[config.mk]
export PLATFORM = sky130hd
export DESIGN_NAME = pdma_watchdog
export DESIGN_NICKNAME = d
export VERILOG_FILES = /design/src/rtl/pdw_pkg.sv /design/src/rtl/pdw_prescaler.sv /design/src/rtl/pdw_countdown.sv /design/src/rtl/pdw_reqedge.sv /design/src/rtl/pdma_watchdog.sv
export SDC_FILE = /design/constraint.sdc
export NUM_CORES = 1
export LEC_CHECK = 0
export BUFFER_PORTS_ARGS = -buffer_cell sky130_fd_sc_hd__buf_2
export CAP_MARGIN = 0
export CORE_AREA = 4 4 50 74
export DETAILED_ROUTE_END_ITERATION = 16
export DIE_AREA = 0 0 54 78
export PLACE_DENSITY = 0.66
export SLEW_MARGIN = 20
export SYNTH_ARGS = -nofsm -noshare
export SYNTH_HDL_FRONTEND = slang
export SYNTH_HIERARCHICAL = 1
export SYNTH_SLANG_ARGS = --single-unit
[constraint.sdc]
create_clock -name clk -period 5.3 [get_ports clk]
set_clock_uncertainty 0.2 [all_clocks]
set_input_delay 0.53 -clock clk [delete_from_list [all_inputs] [get_ports clk]]
set_output_delay 0.53 -clock clk [all_outputs]
set_load 0.02 [all_outputs]
[src/rtl/pdw_pkg.sv]
package pdw_pkg;

  localparam int REG_W       = 8;
  localparam int CNT_W       = 7;
  localparam int CTL_MASK_B  = 7;
  localparam int STAT_TO_B   = 7;
  localparam int STAT_ARM_B  = 3;

  typedef struct packed {
    logic [CNT_W-1:0] nxt;
    logic             expire;
  } cnt_step_t;

  // One step of the handshake down-counter.
  function automatic cnt_step_t count_step(
    input logic [CNT_W-1:0] cur,
    input logic             load,
    input logic [CNT_W-1:0] reload,
    input logic             step
  );
    cnt_step_t r;
    r.nxt    = cur;
    r.expire = 1'b0;
    if (load) begin
      r.nxt = reload;
    end else if (step && (cur != '0)) begin
      r.nxt    = cur - 1'b1;
      r.expire = (cur == CNT_W'(1));
    end
    return r;
  endfunction

  // Status image seen by the host.
  function automatic logic [REG_W-1:0] stat_image(
    input logic flag,
    input logic arm
  );
    logic [REG_W-1:0] v;
    v             = '0;
    v[STAT_TO_B]  = flag;
    v[STAT_ARM_B] = arm;
    return v;
  endfunction

  // Next value of a modulo prescale counter.
  function automatic int unsigned pre_next(
    input int unsigned cur,
    input int unsigned div
  );
    return (cur == div - 1) ? 0 : cur + 1;
  endfunction

endpackage

[src/rtl/pdw_prescaler.sv]
module pdw_prescaler #(
  parameter int DIV = 14
) (
  input  logic clk,
  input  logic rst_n,
  output logic tick_o
);
  generate
    if (DIV <= 1) begin : g_pass
      assign tick_o = 1'b1;
    end else begin : g_div
      localparam int PW = $clog2(DIV);
      localparam logic [PW-1:0] LAST = PW'(DIV - 1);
      logic [PW-1:0] pc_q;

      always_ff @(posedge clk or negedge rst_n) begin
        if (!rst_n) begin
          pc_q <= '0;
        end else begin
          pc_q <= PW'(pdw_pkg::pre_next(32'(pc_q), DIV));
        end
      end

      assign tick_o = (pc_q == LAST);
    end
  endgenerate
endmodule

[src/rtl/pdw_countdown.sv]
module pdw_countdown
  import pdw_pkg::*;
(
  input  logic             clk,
  input  logic             rst_n,
  input  logic             tick_i,
  input  logic             wait_i,
  input  logic             load_i,
  input  logic [CNT_W-1:0] reload_i,
  output logic [CNT_W-1:0] cnt_o,
  output logic             expire_o
);
  logic [CNT_W-1:0] cnt_q;
  cnt_step_t        st;
  logic             step_w;

  assign step_w = tick_i & wait_i;

  always_comb begin
    st = count_step(cnt_q, load_i, reload_i, step_w);
  end

  always_ff @(posedge clk or negedge rst_n) begin
    if (!rst_n) begin
      cnt_q <= '0;
    end else begin
      cnt_q <= st.nxt;
    end
  end

  assign cnt_o    = cnt_q;
  assign expire_o = st.expire;
endmodule

[src/rtl/pdw_reqedge.sv]
module pdw_reqedge #(
  parameter int SYNC_N = 2
) (
  input  logic clk,
  input  logic rst_n,
  input  logic req_async,
  input  logic arm_i,
  input  logic clr_i,
  output logic edge_o,
  output logic rq_o
);
  logic synced_w;
  logic prev_q;
  logic rq_q;

  generate
    if (SYNC_N < 2) begin : g_sync1
      logic s_q;
      always_ff @(posedge clk or negedge rst_n) begin
        if (!rst_n) s_q <= 1'b0;
        else        s_q <= req_async;
      end
      assign synced_w = s_q;
    end else begin : g_syncn
      logic [SYNC_N-1:0] sh_q;
      always_ff @(posedge clk or negedge rst_n) begin
        if (!rst_n) sh_q <= '0;
        else        sh_q <= {sh_q[SYNC_N-2:0], req_async};
      end
      assign synced_w = sh_q[SYNC_N-1];
    end
  endgenerate

  always_ff @(posedge clk or negedge rst_n) begin
    if (!rst_n) prev_q <= 1'b0;
    else        prev_q <= synced_w;
  end

  assign edge_o = synced_w & ~prev_q;

  always_ff @(posedge clk or negedge rst_n) begin
    if (!rst_n) begin
      rq_q <= 1'b0;
    end else if (clr_i) begin
      rq_q <= 1'b0;
    end else if (arm_i && edge_o) begin
      rq_q <= 1'b1;
    end
  end

  assign rq_o = rq_q;
endmodule

[src/rtl/pdma_watchdog.sv]
module pdma_watchdog
  import pdw_pkg::*;
#(
  parameter int DIV    = 14,
  parameter int SYNC_N = 2
) (
  input  logic             clk,
  input  logic             rst_n,
  input  logic             wr_ctl,
  input  logic             wr_stat,
  input  logic [REG_W-1:0] wdata,
  input  logic             xfer_wait,
  input  logic             hs_done,
  input  logic             dreq_async,
  output logic [REG_W-1:0] ctl_rd,
  output logic [REG_W-1:0] stat_rd,
  output logic             irq
);
  localparam logic [REG_W-1:0] CTL_RST = REG_W'(1) << CTL_MASK_B;

  logic [REG_W-1:0] ctl_q;
  logic             flag_q;
  logic             arm_q;
  logic             tick_w;
  logic [CNT_W-1:0] cnt_w;
  logic             expire_w;
  logic             edge_w;
  logic             rq_w;
  logic             disarm_w;
  logic             to_irq_w;

  pdw_prescaler #(.DIV(DIV)) u_pre (
    .clk    (clk),
    .rst_n  (rst_n),
    .tick_o (tick_w)
  );

  pdw_countdown u_cnt (
    .clk      (clk),
    .rst_n    (rst_n),
    .tick_i   (tick_w),
    .wait_i   (xfer_wait),
    .load_i   (hs_done),
    .reload_i (ctl_q[CNT_W-1:0]),
    .cnt_o    (cnt_w),
    .expire_o (expire_w)
  );

  assign disarm_w = wr_stat & ~wdata[STAT_ARM_B];

  pdw_reqedge #(.SYNC_N(SYNC_N)) u_req (
    .clk       (clk),
    .rst_n     (rst_n),
    .req_async (dreq_async),
    .arm_i     (arm_q),
    .clr_i     (disarm_w),
    .edge_o    (edge_w),
    .rq_o      (rq_w)
  );

  always_ff @(posedge clk or negedge rst_n) begin
    if (!rst_n) begin
      ctl_q <= CTL_RST;
    end else if (wr_ctl) begin
      ctl_q <= wdata;
    end
  end

  // Expiry wins over a clearing write in the same cycle.
  always_ff @(posedge clk or negedge rst_n) begin
    if (!rst_n) begin
      flag_q <= 1'b0;
    end else if (expire_w) begin
      flag_q <= 1'b1;
    end else if (wr_stat) begin
      flag_q <= 1'b0;
    end
  end

  always_ff @(posedge clk or negedge rst_n) begin
    if (!rst_n) begin
      arm_q <= 1'b0;
    end else if (wr_stat) begin
      arm_q <= wdata[STAT_ARM_B];
    end
  end

  assign to_irq_w = flag_q & ~ctl_q[CTL_MASK_B];
  assign irq      = to_irq_w | rq_w;
  assign ctl_rd   = ctl_q;
  assign stat_rd  = stat_image(flag_q, arm_q);
endmodule

==> run summary, run 1 <==
outcome: finished, final reports clean
Routed WL: 2620 um
number of remaining DRC errors: 0
Setup-failing EPs final: 0
Yosys warning total: 6
Layout Nets: 162
Max clock buf depth: 2
RSZ-0062 raised after global routing: false
largest net degree at the start of global routing: 26
share of post-route cells with drive strength above 1: 0.308
worst path required time: 5.32 ns
die span in x: 54 um
GRT Residual Overflow: 0
crit-path max cell delay: 0.45 ns
Mapped Area: 1310 sq um
Die Y: 78 um
clk sinks: 25
pwr dens: 282 nW/um^2
Post-Synthesis Cells: 120
TritonCTS Buffers: 3
CP max FO: 5
clock-pin slew on the worst setup and hold paths: 0.08 ns
Core Region: 3100 sq um
family with the most delay on the worst path: simple AND/OR/NAND/NOR gates
CTS tree: yes
GRT Util Overall: 0.143
period utilization: 0.386
CP startpoint kind: register
first-pass GRT wire length: 4480 um
HP Class: input port to async pin
# diodes: 0
initial antenna violation count: 0
maximum clock frequency: 489 MHz
Max-Slew Margin vs Limit: 0.639
root buf cell: clkbuf_8
Worst Hold Margin: 0.0333 ns
placed cells: 179
crit path capture type: register
Buf+Inv Stages, Crit Path: 0
postcts setup bufs: 0
critical path's slowest cell: or4_1
drt pass-1 iters: 4
syn avg cell area: 10.9 sq um
initial core utilization: 0.424
Fill cells: 292
power consumption: 0.416 mW
Worst VDD drop: 0.155 mV
Slew Limit Fails: 0
Hold Fails Final Rpt: 0
WS Path Type: register to register
later-pin clock latency in the skew report: 0.27 ns
routability cong.: 0.859
wire per inst: 14.3 um
Syn-to-layout area delta: 12.3%
Antenna Violating Nets Remaining: 0
initial DRC count: 25
Setup TNS Final: 0 ns
# IOs: 32
P_leak: 0.709 nW
port bufs: 25
die area: 4210 sq um
vias in the first global route: 992
post-cts resize count: 0
FP Rows: 25
Layout Cells excl Fill: 183
vias after detailed routing: 962
slew at the pin closest to its max-slew limit: 0.536 ns
CP Data Arrival Time: 2.06 ns
CP Cell Sequence: nand2_2 -> nor3b_1 -> nand2_1 -> or4_1 -> nor3b_2 -> a21o_1
DP HPWL: 2060 um
H-tree depth: 1
Tmin final: 2.04 ns
post-cts hold buffer count: 0
max-cap viol count: 0
Avg Vias per Cell: 5.26
==> routing by layer <==
| layer | wire, um | GRT usage |
|---|---|---|
| met5 | 0 | 0 |
| met4 | 78 | 0.0773 |
| met3 | 90 | 0.0192 |
| met2 | 1400 | 0.245 |
| met1 | 1060 | 0.162 |
==> metrics by stage <==
stage | worst slack [ns] | instance area (sq um) | utilization
3_3_place_gp | 3.31 | 1430 | 0.461
4_1_cts | 3.27 | 1480 | 0.476
3_5_place_dp | 3.29 | 1430 | 0.461
5_1_grt | 3.10 | 1480 | 0.476
2_1_floorplan | 3.34 | 1330 | -
6_report | 3.26 | 1480 | 0.476
==> power by group <==
group	internal [mW]	total, mW	switching, mW	leakage [nW]
registers	0.207	0.224	0.0166	0.289
logic	0.0346	0.0798	0.0453	0.394
clock network	0.0526	0.112	0.0591	0.0255
==> flip-flops by register name, indices dropped and copies added, names as in the netlist <==
name / count
u_cnt/cnt_o: 7
u_pre/g_div.pc_q: 4
arm_q: 1
u_req/rq_o: 1
u_req/g_syncn.sh_q: 2
u_req/prev_q: 1
ctl_rd: 8
flag_q: 1
==> worst paths after layout <==
| path | slack, ns | from | end | cells past startpoint |
|---|---|---|---|---|
| max | 3.26 | u_pre/g_div.pc_q[0] | flag_q | 6 |
| min | 0.03 | rst_n | u_pre/g_div.pc_q[0] | 1 |
| max reg2reg | 3.26 | u_pre/g_div.pc_q[0] | flag_q | 6 |
| min reg2reg | 0.16 | u_req/g_syncn.sh_q[0] | u_req/g_syncn.sh_q[1] | 0 |
| max in group asynchronous | 4.50 | rst_n | ctl_rd[7] | 1 |
| min in group clk | 0.16 | u_req/g_syncn.sh_q[0] | u_req/g_syncn.sh_q[1] | 0 |
==> area by class of cell <==
cell class / count / area [sq um] / share of cell area
clock inverter: 1 / 5.00 / 0.00339
multi-input combinational: 80 / 593 / 0.402
inverter: 9 / 33.8 / 0.0229
clock buffer: 3 / 41.3 / 0.0280
timing repair buffer: 25 / 125 / 0.0848
tap: 40 / 50.0 / 0.0339
sequential: 25 / 627 / 0.425
==> layout by cell type (no fill, tap or decap), types with 2 or more instances in the layout <==
cell type / count
a22oi_1: 2
nor3_1: 2
conb_1: 6
inv_1: 9
o21ai_0: 3
or4_1: 2
nor2b_1: 5
ha_1: 3
dfrtp_1: 24
nand3_1: 4
mux2_4: 7
mux2_2: 3
a22o_1: 2
a21oi_1: 3
nand4_1: 2
a211o_1: 3
clkbuf_8: 3
nand2_1: 4
nor2_1: 8
o211ai_1: 2
a21o_1: 2
buf_2: 25
(Power assumes the default switching activity.)
==> run 2: changes to the inputs <==
clock period = 2.01 ns   (was 5.3 ns; I/O delays follow)
==> run summary, run 2 (synthesis results as in run 1) <==
pwr dens: 682 nW/um^2
Hold Fails Final Rpt: 0
vias after detailed routing: 1054
most common cell after layout, fill and taps aside: buf_2
uppermost layer routed: met4
root buf cell: clkbuf_8
Worst VDD drop: 0.568 mV
FP Rows: 25
dpl ws: 0.0377 ns
Tmin final: 1.92 ns
die span in x: 54 um
Setup-failing EPs final: 0
maximum clock frequency: 521 MHz
Worst Hold Margin: 0.112 ns
placed cells: 186
FF-to-FF path depth: 4
met1 wire length: 1100 um
Worst Setup Slack, final: 0.0900 ns
Avg Vias per Cell: 5.17
# diodes: 0
H-tree depth: 1
Slew Limit Fails: 0
Largest register FFs: 8
CP max FO: 5
P_leak: 0.803 nW
Post-DP Area: 1480 sq um
DP HPWL: 2110 um
Layout Cells excl Fill: 204
max-cap viol count: 0
TritonCTS Buffers: 3
Reg2Reg Setup Slack: 0.09 ns
period utilization: 0.955
number of remaining DRC errors: 0
slew at the pin closest to its max-slew limit: 0.600 ns
first-pass GRT wire length: 4870 um
Setup TNS Final: 0 ns
initial core utilization: 0.424
CTS tree: yes
Core Region: 3100 sq um
clock-pin slew on the worst setup and hold paths: 0.09 ns
outcome: finished, final reports clean
CP Data Arrival Time: 1.94 ns
Antenna Violating Nets Remaining: 0
met2 routed WL: 1650 um
drt pass-1 iters: 4
RSZ-0062 raised after global routing: false
# IOs: 32
WS Path Type: register to register
routability cong.: 0.843
Layout Nets: 183
Syn-to-layout area delta: 27.5%
largest net degree at the start of global routing: 26
later-pin clock latency in the skew report: 0.27 ns
Routed WL: 2920 um
reg2reg start: u_cnt/cnt_o[2]
GRT Util Overall: 0.154
crit path capture type: register
reg2reg end: flag_q
vias in the first global route: 1104
post-layout instance area: 1680 sq um
DR WL met3: 86 um
clk sinks: 25
share of post-route cells with drive strength above 1: 0.348
commonest cells after routing, fill and taps aside: 25 x buf_2, 24 x dfrtp_1, 11 x dlygate4sd3_1
port bufs: 25
GRT Residual Overflow: 0
Max-Slew Margin vs Limit: 0.596
CP startpoint kind: register
worst path required time: 2.03 ns
Crit. Startpoint: u_cnt/cnt_o[2]
wire per inst: 14.3 um
initial antenna violation count: 0
Max clock buf depth: 2
die area: 4210 sq um
Worst Setup EP: flag_q
HP Class: input port to register
Die Y: 78 um
initial DRC count: 55
run 2: per-stage QoR:
stage / power, mW / utilization
final: 1.14 / 0.541
after global routing: 1.21 / 0.541
after CTS: 1.15 / 0.529
after detailed placement: 0.828 / 0.478
after global placement: 0.817 / 0.478
after floorplan: 0.749 / -
run 2: critical path, stage by stage (launching register included):
cell	delay [ns]
dfrtp_1	0.39
or4_4	0.57
or4_4	0.43
nor3b_2	0.18
a21o_1	0.09
run 2: area by class of cell:
class / count / area [sq um]
clock buffers: 3 / 41.3
clock inverters: 1 / 5.00
fillers: 283 / 1420
inverters: 9 / 33.8
multi-input cells: 80 / 608
flip-flops and latches: 25 / 627
well taps: 40 / 50.0
repair buffers: 46 / 310
run 2: report_power, final:
part           total (mW)  internal, mW  switching, mW
clock               0.298         0.139          0.159
combinational       0.262         0.123          0.139
sequential          0.583         0.547         0.0359
total                1.14         0.809          0.334
run 2: repair_timing:
action,CTS,global route
endpoints found under the setup margin,0,3
gates resized for setup,0,4
hold buffers,11,0
buffers inserted,0,3
hold endpoints to repair,34,0
run 2: worst min-delay path by stage:
stage            from  cells after the start  slack (ns)                  end
2_1_floorplan   rst_n                      0       -0.29                arm_q
3_3_place_gp    rst_n                      1        0.01  u_pre/g_div.pc_q[0]
3_5_place_dp    rst_n                      1        0.02  u_pre/g_div.pc_q[2]
4_1_cts        wr_ctl                      3        0.12            ctl_rd[7]
5_1_grt        wr_ctl                      3        0.14            ctl_rd[7]
6_report       wr_ctl                      3        0.11            ctl_rd[7]
run 2: metal layers:
layer | up-vias | global-route usage
met3 | 7 | 0.0134
li1 | 501 | -
met1 | 516 | 0.174
met5 | - | 0
met4 | 0 | 0.0748
met2 | 30 | 0.273
==> run 3: changes to the inputs <==
clock period = 2.5 ns   (was 2.01 ns; I/O delays follow)
==> run summary, run 3 (synthesis results as in run 1) <==
Sw Pwr: 0.257 mW
Routed WL: 2630 um
GRT Util Overall: 0.143
Logic pwr share: 0.195
wire per inst: 14.1 um
outcome: finished, final reports clean
later-pin clock latency in the skew report: 0.27 ns
reg2reg end: flag_q
max-cap viol count: 0
Slew Limit Fails: 0
maximum clock frequency: 489 MHz
Worst Setup EP: flag_q
placed cells: 179
reg2reg start: u_pre/g_div.pc_q[0]
most common cell after layout, fill and taps aside: buf_2
Antenna Violating Nets Remaining: 0
Reg2Reg Setup Slack: 0.46 ns
CTS tree: yes
share of post-route cells with drive strength above 1: 0.301
initial DRC count: 27
CP Data Arrival Time: 2.06 ns
Worst VDD drop: 0.330 mV
power consumption: 0.884 mW
Tmin final: 2.04 ns
number of remaining DRC errors: 0
Setup TNS Final: 0 ns
Hold Fails Final Rpt: 0
WS Path Type: register to register
RSZ-0062 raised after global routing: false
Crit. Startpoint: u_pre/g_div.pc_q[0]
die span in x: 54 um
routability cong.: 0.859
P_leak: 0.722 nW
Syn-to-layout area delta: 14.6%
vias after detailed routing: 973
HP Class: input port to register
Sw Share: 0.290
Core Region: 3100 sq um
FP Rows: 25
CP startpoint kind: register
Largest register FFs: 8
first-pass GRT wire length: 4500 um
clk sinks: 25
clock share of power: 0.267
clock-pin slew on the worst setup and hold paths: 0.08 ns
# IOs: 32
Max-Slew Margin vs Limit: 0.639
GRT Residual Overflow: 0
Worst Hold Margin: 0.00506 ns
Avg Vias per Cell: 5.23
CP max FO: 5
Final Util: 0.486
FF-to-FF path depth: 6
initial antenna violation count: 0
# diodes: 0
Setup-failing EPs final: 0
largest net degree at the start of global routing: 26
TritonCTS Buffers: 3
DP HPWL: 2060 um
worst path required time: 2.52 ns
Internal: 0.628 mW
crit path capture type: register
drt pass-1 iters: 4
Max clock buf depth: 2
port bufs: 25
Fill cells: 289
root buf cell: clkbuf_8
Layout Cells excl Fill: 186
Layout Nets: 165
period utilization: 0.817
H-tree depth: 1
commonest cells after routing, fill and taps aside: 25 x buf_2, 24 x dfrtp_1, 9 x inv_1
Flop pwr share: 0.537
Die Y: 78 um
vias in the first global route: 1005
die area: 4210 sq um
pwr dens: 588 nW/um^2
slew at the pin closest to its max-slew limit: 0.536 ns
initial core utilization: 0.424
[run 3: cell types whose count changed in the layout (fill, tap and decap cells not counted), sizes merged]
cell,delta
dlygate4sd3,-8
buf,-10
[run 3: routing by layer]
metal / part of all wire / GRT usage / routed length, um / vias to the layer above
met3: 0.034 / 0.0192 / 90 / 7
met5: 0 / 0 / 0 / -
li1: - / - / - / 465
met2: 0.53 / 0.245 / 1390 / 27
met1: 0.41 / 0.164 / 1070 / 474
met4: 0.030 / 0.0773 / 78 / 0
[run 3: timing repair]
item	CTS	global route
buffers inserted	0	0
hold buffers	3	0
endpoints found under the hold margin	26	0
gates resized for setup	0	0
[run 3: worst min-delay path by stage]
stage          slack (ns)      from  cells past startpoint                   to
2_1_floorplan       -0.25     rst_n                      0                arm_q
3_3_place_gp         0.06     rst_n                      1  u_pre/g_div.pc_q[1]
3_5_place_dp         0.07     rst_n                      1  u_pre/g_div.pc_q[0]
4_1_cts             0.002  wdata[1]                      2            ctl_rd[1]
5_1_grt             0.005  wdata[0]                      2            ctl_rd[0]
6_report            0.005  wdata[1]                      2            ctl_rd[1]
[run 3: final cells by class]
cell class / instances / area, sq um / share of cell area
Multi-Input combinational cell: 80 / 593 / 0.394
Inverter: 9 / 33.8 / 0.0224
Tap cell: 40 / 50.0 / 0.0333
Clock buffer: 3 / 41.3 / 0.0274
Sequential cell: 25 / 627 / 0.416
Clock inverter: 1 / 5.00 / 0.00333
Timing Repair Buffer: 28 / 155 / 0.103
[run 3: worst max-delay path, stage by stage, from the launching register on]
cell and delay, ns:
dfrtp_1 0.44, nand2_2 0.08, nor3b_1 0.36, nand2_1 0.21, or4_1 0.45, nor3b_2 0.17
a21o_1 0.10
[run 3: power groups by stage]
stage                     Combinational (mW)  Sequential (mW)  Clock [mW]
after floorplan                        0.112            0.491           0
after global placement                 0.166            0.480           0
after detailed placement               0.169            0.483           0
after CTS                              0.173            0.475       0.243
after global routing                   0.189            0.482       0.262
final                                  0.173            0.475       0.236
[run 3: metrics by stage]
stage	worst slack [ns]	area, sq um
floorplan	0.543	1330
global placement	0.506	1430
detailed placement	0.489	1430
CTS	0.467	1510
global route	0.297	1510
finish	0.456	1510
